==> config.mk <==
export PLATFORM = sky130hd
export DESIGN_NAME = pulse_peak_finder
export DESIGN_NICKNAME = d
export VERILOG_FILES = /design/src/rtl/ppd_pkg.sv /design/src/rtl/ppd_ctrl.sv /design/src/rtl/ppd_datapath.sv /design/src/rtl/pulse_peak_finder.sv
export SDC_FILE = /design/constraint.sdc
export NUM_CORES = 2
export LEC_CHECK = 0
export BUFFER_PORTS_ARGS = -buffer_cell sky130_fd_sc_hd__buf_4
export CAP_MARGIN = 20
export CORE_ASPECT_RATIO = 0.8
export CORE_UTILIZATION = 40
export DETAILED_ROUTE_END_ITERATION = 12
export PLACE_DENSITY = 0.6
export SLEW_MARGIN = 20
export SYNTH_ARGS = -nofsm -noshare
export SYNTH_HDL_FRONTEND = slang
export SYNTH_SLANG_ARGS = --single-unit
export TNS_END_PERCENT = 30
==> constraint.sdc <==
create_clock -name clk -period 6.3 [get_ports clk]
set_clock_uncertainty 0.2 [all_clocks]
set_input_delay 0.63 -clock clk [delete_from_list [all_inputs] [get_ports clk]]
set_output_delay 0.63 -clock clk [all_outputs]
set_load 0.03 [all_outputs]
==> src/rtl/ppd_pkg.sv <==
package ppd_pkg;
  typedef struct packed {
    logic shiftEn;  // a new power value enters the window at the next edge
    logic judgeEn;  // the window was just filled and updated; judge it at the next edge
  } ppd_ctrl_t;
endpackage

==> src/rtl/ppd_ctrl.sv <==
module ppd_ctrl
  import ppd_pkg::*;
#(
  parameter int WIN = 11,
  parameter int PIPE = 4
) (
  input  logic      clk,
  input  logic      rst,
  input  logic      inValid,
  output ppd_ctrl_t ctl
);
  localparam int CNT_W = $clog2(WIN + 1);

  logic [PIPE-1:0]  validPipe;
  logic [CNT_W-1:0] fillCnt;
  logic             judgeQ;

  always_ff @(posedge clk) begin
    if (rst) begin
      validPipe <= '0;
      fillCnt   <= '0;
      judgeQ    <= 1'b0;
    end else begin
      validPipe <= {validPipe[PIPE-2:0], inValid};
      judgeQ    <= validPipe[PIPE-1] && (fillCnt >= CNT_W'(WIN - 1));
      if (validPipe[PIPE-1] && (fillCnt != CNT_W'(WIN)))
        fillCnt <= fillCnt + 1'b1;
    end
  end

  always_comb begin
    ctl.shiftEn = validPipe[PIPE-1];
    ctl.judgeEn = judgeQ;
  end
endmodule

==> src/rtl/ppd_datapath.sv <==
module ppd_datapath
  import ppd_pkg::*;
#(
  parameter int IN_W  = 24,
  parameter int RED_W = 18,
  parameter int WIN   = 11
) (
  input  logic                  clk,
  input  logic                  rst,
  input  ppd_ctrl_t             ctl,
  input  logic [IN_W-1:0]       inRe,
  input  logic [IN_W-1:0]       inIm,
  input  logic [2*RED_W-1:0]    threshold,
  output logic                  detect,
  output logic [2*RED_W-1:0]    peakPower
);
  localparam int PWR_W = 2 * RED_W;
  localparam int CEN   = WIN / 2;

  logic signed [RED_W-1:0] redRe, redIm, sRe, sIm;
  logic signed [PWR_W-1:0] p1Re, p1Im, p2Re, p2Im;
  logic [PWR_W-1:0]        pwr;
  logic [PWR_W-1:0]        win [WIN];
  logic [WIN-1:0]          geVec;
  logic                    aboveThr;

  // precision reduction: keep the upper bits
  assign redRe = inRe[IN_W-1 -: RED_W];
  assign redIm = inIm[IN_W-1 -: RED_W];

  // one register before the multipliers, two after, then the adder register
  always_ff @(posedge clk) begin
    if (rst) begin
      sRe <= '0; sIm <= '0;
      p1Re <= '0; p1Im <= '0;
      p2Re <= '0; p2Im <= '0;
      pwr <= '0;
    end else begin
      sRe  <= redRe;
      sIm  <= redIm;
      p1Re <= PWR_W'(sRe) * PWR_W'(sRe);
      p1Im <= PWR_W'(sIm) * PWR_W'(sIm);
      p2Re <= p1Re;
      p2Im <= p1Im;
      pwr  <= $unsigned(p2Re) + $unsigned(p2Im);
    end
  end

  // tapped delay window, entry 0 newest
  for (genvar i = 0; i < WIN; i++) begin : g_tap
    always_ff @(posedge clk) begin
      if (rst)              win[i] <= '0;
      else if (ctl.shiftEn) win[i] <= (i == 0) ? pwr : win[(i == 0) ? 0 : i - 1];
    end
  end

  // centre versus every other tap
  for (genvar i = 0; i < WIN; i++) begin : g_cmp
    if (i == CEN) begin : g_self
      assign geVec[i] = 1'b1;
    end else begin : g_other
      assign geVec[i] = (win[CEN] >= win[i]);
    end
  end
  assign aboveThr = (win[CEN] > threshold);

  always_ff @(posedge clk) begin
    if (rst) begin
      detect    <= 1'b0;
      peakPower <= '0;
    end else begin
      detect <= ctl.judgeEn && (&geVec) && aboveThr;
      if (ctl.judgeEn) peakPower <= win[CEN];
    end
  end
endmodule

==> src/rtl/pulse_peak_finder.sv <==
module pulse_peak_finder
  import ppd_pkg::*;
#(
  parameter int IN_W  = 24,
  parameter int RED_W = 18,
  parameter int WIN   = 11
) (
  input  logic                 clk,
  input  logic                 rst,
  input  logic                 inValid,
  input  logic [IN_W-1:0]      inRe,
  input  logic [IN_W-1:0]      inIm,
  input  logic [2*RED_W-1:0]   threshold,
  output logic                 detect,
  output logic [2*RED_W-1:0]   peakPower
);
  ppd_ctrl_t ctl;

  ppd_ctrl #(.WIN(WIN), .PIPE(4)) i_ctrl (
    .clk(clk), .rst(rst), .inValid(inValid), .ctl(ctl)
  );

  ppd_datapath #(.IN_W(IN_W), .RED_W(RED_W), .WIN(WIN)) i_dp (
    .clk(clk), .rst(rst), .ctl(ctl), .inRe(inRe), .inIm(inIm),
    .threshold(threshold), .detect(detect), .peakPower(peakPower)
  );
endmodule

==> flow_metrics.py <==
metrics = {
    "status": {
        "outcome": "finished clean",
    },
    "placed_design": {
        "pre_cts_ws_ns": -0.312,
        "portBuffers": 111,
        "gp_congestion": 0.852,
        "placed_area_um2": 60300,
        "hpwl_um": 96400,
    },
    "pwr": {
        "peakVddDrop_v": 0.000249,
        "power.density_nw_per_um2": 268,
        "p_leak_uw": 0.0313,
    },
    "min_path": {
        "min_path_type": "in2reg",
        "min_from": "inRe[6]",
        "hold_depth": 2,
        "hold_end": "i_dp.sRe[0]$_SDFF_PP0_",
    },
    "detailed_routing": {
        "drt-initial-drc-count": 1723,
        "viasPerCell": 4.78,
        "antenna_violating_nets_post_route": 0,
        "drc_errors": 0,
        "firstDrtPassIters": 6,
        "vias": 36900,
        "routedWlPerCell_um": 16.0,
        "wirelength_um": 123000,
    },
    "floorplan": {
        "start_util_pct": 40.5,
        "fp.dieH_um": 332,
        "rows": 120,
        "core_area_um2": 135000,
        "pin_count": 124,
        "dieArea_um2": 138000,
        "fp.dieW_um": 415,
    },
    "synthesis": {
        "yosys.cell_types.count": 80,
        "yosysWarnings": 0,
        "syn_nets": 6694,
        "synth_top_area_share_pct": 21.8,
        "synthTopCellsByArea": "edfxtp_1 22%, fa_1 22%, ha_1 15%",
        "yosysSeqAreaShare_pct": 31.2,
        "avgSynthCellArea_um2": 10.2,
        "yosysTopAreaCell": "edfxtp_1",
        "synth.most_common_cell": "inv_1",
        "async_flop_share_pct": 0,
        "synth-seq-cells": 654,
        "synthesis.area_um2": 54600,
        "syn_inst": 5372,
        "yosys-top-cells-count": "1,223 x inv_1, 646 x ha_1, 589 x fa_1, 485 x and2_1, 396 x edfxtp_1",
        "synth_edf_count": 396,
        "ys.flop_type": "edfxtp_1",
    },
    "worst_setup_path": {
        "reg2regPathDepth": 24,
        "crit_start": "i_dp.sRe[16]$_SDFF_PP0_",
        "slowest_delay_ns": 0.55,
        "crit_buf_inv": 6,
        "rrSetupSlack_ns": 0.04,
        "path_cells": "and2_4 -> buf_6 -> fa_1 -> inv_1 -> fa_1 -> fa_1 -> inv_1 -> fa_1 -> fa_1 -> inv_1 -> fa_1 -> inv_2 -> ha_4 -> nand2_2 -> nor3_4 -> o41a_1 -> o22ai_2 -> nor3_4 -> o31ai_4 -> buf_4 -> o21a_1 -> o31ai_2 -> xnor2_1 -> nor2_1",
        "crit_fanout": 4,
        "reg2reg_to": "i_dp.p1Re[34]$_SDFF_PP0_",
        "endpoint_kind": "flip-flop",
        "worstPathRequired_ns": 6.64,
        "cp-start-kind": "flip-flop",
        "arrival_ns": 6.60,
        "critical_path_class": "reg2reg",
        "crit_top_cell": "fa_1",
        "cp_top_family": "adder cells",
        "rr_startpoint": "i_dp.sRe[16]$_SDFF_PP0_",
        "cp_slowest_cell": "fa_1",
    },
    "cells_and_area": {
        "antennaDiodeCount": 0,
        "fillers": 12400,
        "multiInputGateArea_um2": 33500,
        "drive_above_1_share_pct": 15.8,
        "regArea_um2": 17200,
        "fin_nets": 7205,
        "area_delta_synth_final_pct": 18.8,
        "postLayoutCellArea_um2": 64900,
    },
    "clocking": {
        "cts_buffer_depth": 3,
        "cts_buffers": 76,
        "htreeDepth": 3,
        "clkLatencyLatePin_ns": 0.68,
        "root_buffer": "clkbuf_16",
        "cts_tree": "done",
        "clkTransAtPathRegs_ns": 0.07,
        "cts.sinks": 654,
    },
    "run": {
        "cap_violations": 0,
    },
    "global_route": {
        "gr-total-overflow": 0,
        "grt_pass1_vias": 39000,
        "grt_first_pass_wirelength_um": 199000,
        "grtUsageTotal_pct": 18.1,
        "antenna_found_initial": 0,
        "grt_max_degree": 255,
    },
    "sta": {
        "fin_crit_ns": 6.26,
        "tns_ns": 0,
        "rsz0062_at_grt": "true",
        "worst_slack_ns": 0.0410,
        "fmax_mhz": 160,
        "hold_viol_final": 0,
        "slew_headroom_pct": 31.2,
        "setup_viol": 0,
        "finalCritPeriodShare_pct": 99.3,
        "worst_pin_slew_ns": 1.01,
        "finalMaxSlewViolations": 0,
    },
}
-- layout make-up --
cell class / count / area share, %
well taps: 1769 / 3.41
multi-input cells: 3356 / 51.6
inverters: 1223 / 7.09
clock buffers: 91 / 3.18
repair buffers: 572 / 7.39
clock inverters: 51 / 0.884
flip-flops and latches: 654 / 26.5
-- per-stage QoR --
| step | instances | power, µW | hold WS, ns | util, % |
|---|---|---|---|---|
| global route | 7716 | 18800 | 0.0147 | 48.2 |
| finish | 7716 | 17400 | 0.0666 | 48.2 |
| floorplan | 5372 | 9770 | 0.214 | - |
| CTS | 7686 | 17000 | 0.00539 | 47.2 |
| global placement | 7504 | 12000 | 0.220 | 44.8 |
| detailed placement | 7504 | 12100 | 0.223 | 44.8 |
-- routing by layer --
layer  global-route usage [%]  routed length [µm]
met3                     2.35                3560
met4                     4.56                2930
met5                        0                   0
met2                     32.0               61300
met1                     23.2               55300
-- worst max path at each step --
stage / endpoint / slack (ns) / cells past startpoint
global placement: i_dp.p1Re[33]$_SDFF_PP0_ / -0.33 / 24
CTS: i_dp.p1Im[32]$_SDFF_PP0_ / -0.03 / 28
finish: i_dp.p1Re[34]$_SDFF_PP0_ / 0.04 / 24
global route: i_dp.p1Re[31]$_SDFF_PP0_ / -0.16 / 25
detailed placement: i_dp.p1Re[31]$_SDFF_PP0_ / -0.31 / 21
floorplan: i_dp.p1Re[31]$_SDFF_PP0_ / -0.35 / 23
-- cells in the final DEF, fill, tap and decap left out, types with 17 or more instances in the layout --
cell type      netlist  layout
buf_6                0      24
dfxtp_4              0      24
o21ai_0            109      98
nor3_1              39      33
o21a_1              24      24
nor2b_1            145     143
a21oi_1            149     139
nor2_1             251     236
ha_4                 0      28
clkbuf_16            0      81
a211oi_1            39      37
nand2_2              0      27
mux2i_1             39      39
xnor2_1             78      75
and2_4               0      17
nand4_1             67      67
inv_2                0      33
nand2b_1            21      21
dlygate4sd3_1        0      35
fa_2                 0      28
fa_1               589     561
and2_1             485     468
nand3_1             48      43
ha_1               646     612
xor2_1              43      42
dfxtp_1            258     226
a21o_1              87      87
inv_1             1223    1188
buf_4                0     485
buf_12               0      20
nand2_1            287     254
edfxtp_1           396     396
-- report_power, final --
part           leakage [µW]  internal (µW)  switching (µW)
combinational        0.0238           3610            4060
clock               0.00129           2710            1910
sequential          0.00625           4950             167
total                0.0313          11300            6140
-- repair_timing --
item | 4_1_cts | 5_1_grt
hold buffers | 35 | 0
endpoints found under the setup margin | 17 | 23
cloned | 0 | 1
hold endpoints to repair | 35 | 0
resized for setup | 71 | 271
pin swaps | 35 | 161
setup buffers | 5 | 30
-- sequential cells by signal (all words and copies together), names as in the netlist --
register / flops
i_dp.sIm: 18
i_dp.p2Re: 35
i_dp.win: 396
i_dp.sRe: 18
i_dp.detect: 1
i_ctrl.judgeQ: 1
i_ctrl.fillCnt: 4
i_dp.p1Im: 35
i_dp.p1Re: 35
i_ctrl.validPipe: 4
i_dp.p2Im: 35
i_dp.pwr: 36
i_dp.peakPower: 36
-- cells by family (layout without fill, tap and decap cells) --
logic type | after synthesis | in the layout | synth area share, %
muxes | 39 | 39 | 0.715
adders and majority gates | 1235 | 1235 | 36.4
AOI/OAI and AO/OA | 555 | 555 | 6.76
and+or+nand+nor | 1406 | 1406 | 13.6
buffers and inverters | 1362 | 1937 | 9.36
xor gates and xnor gates | 121 | 121 | 1.94
DFF | 654 | 654 | 31.2
Note: power is estimated with default switching activity, not from simulation.
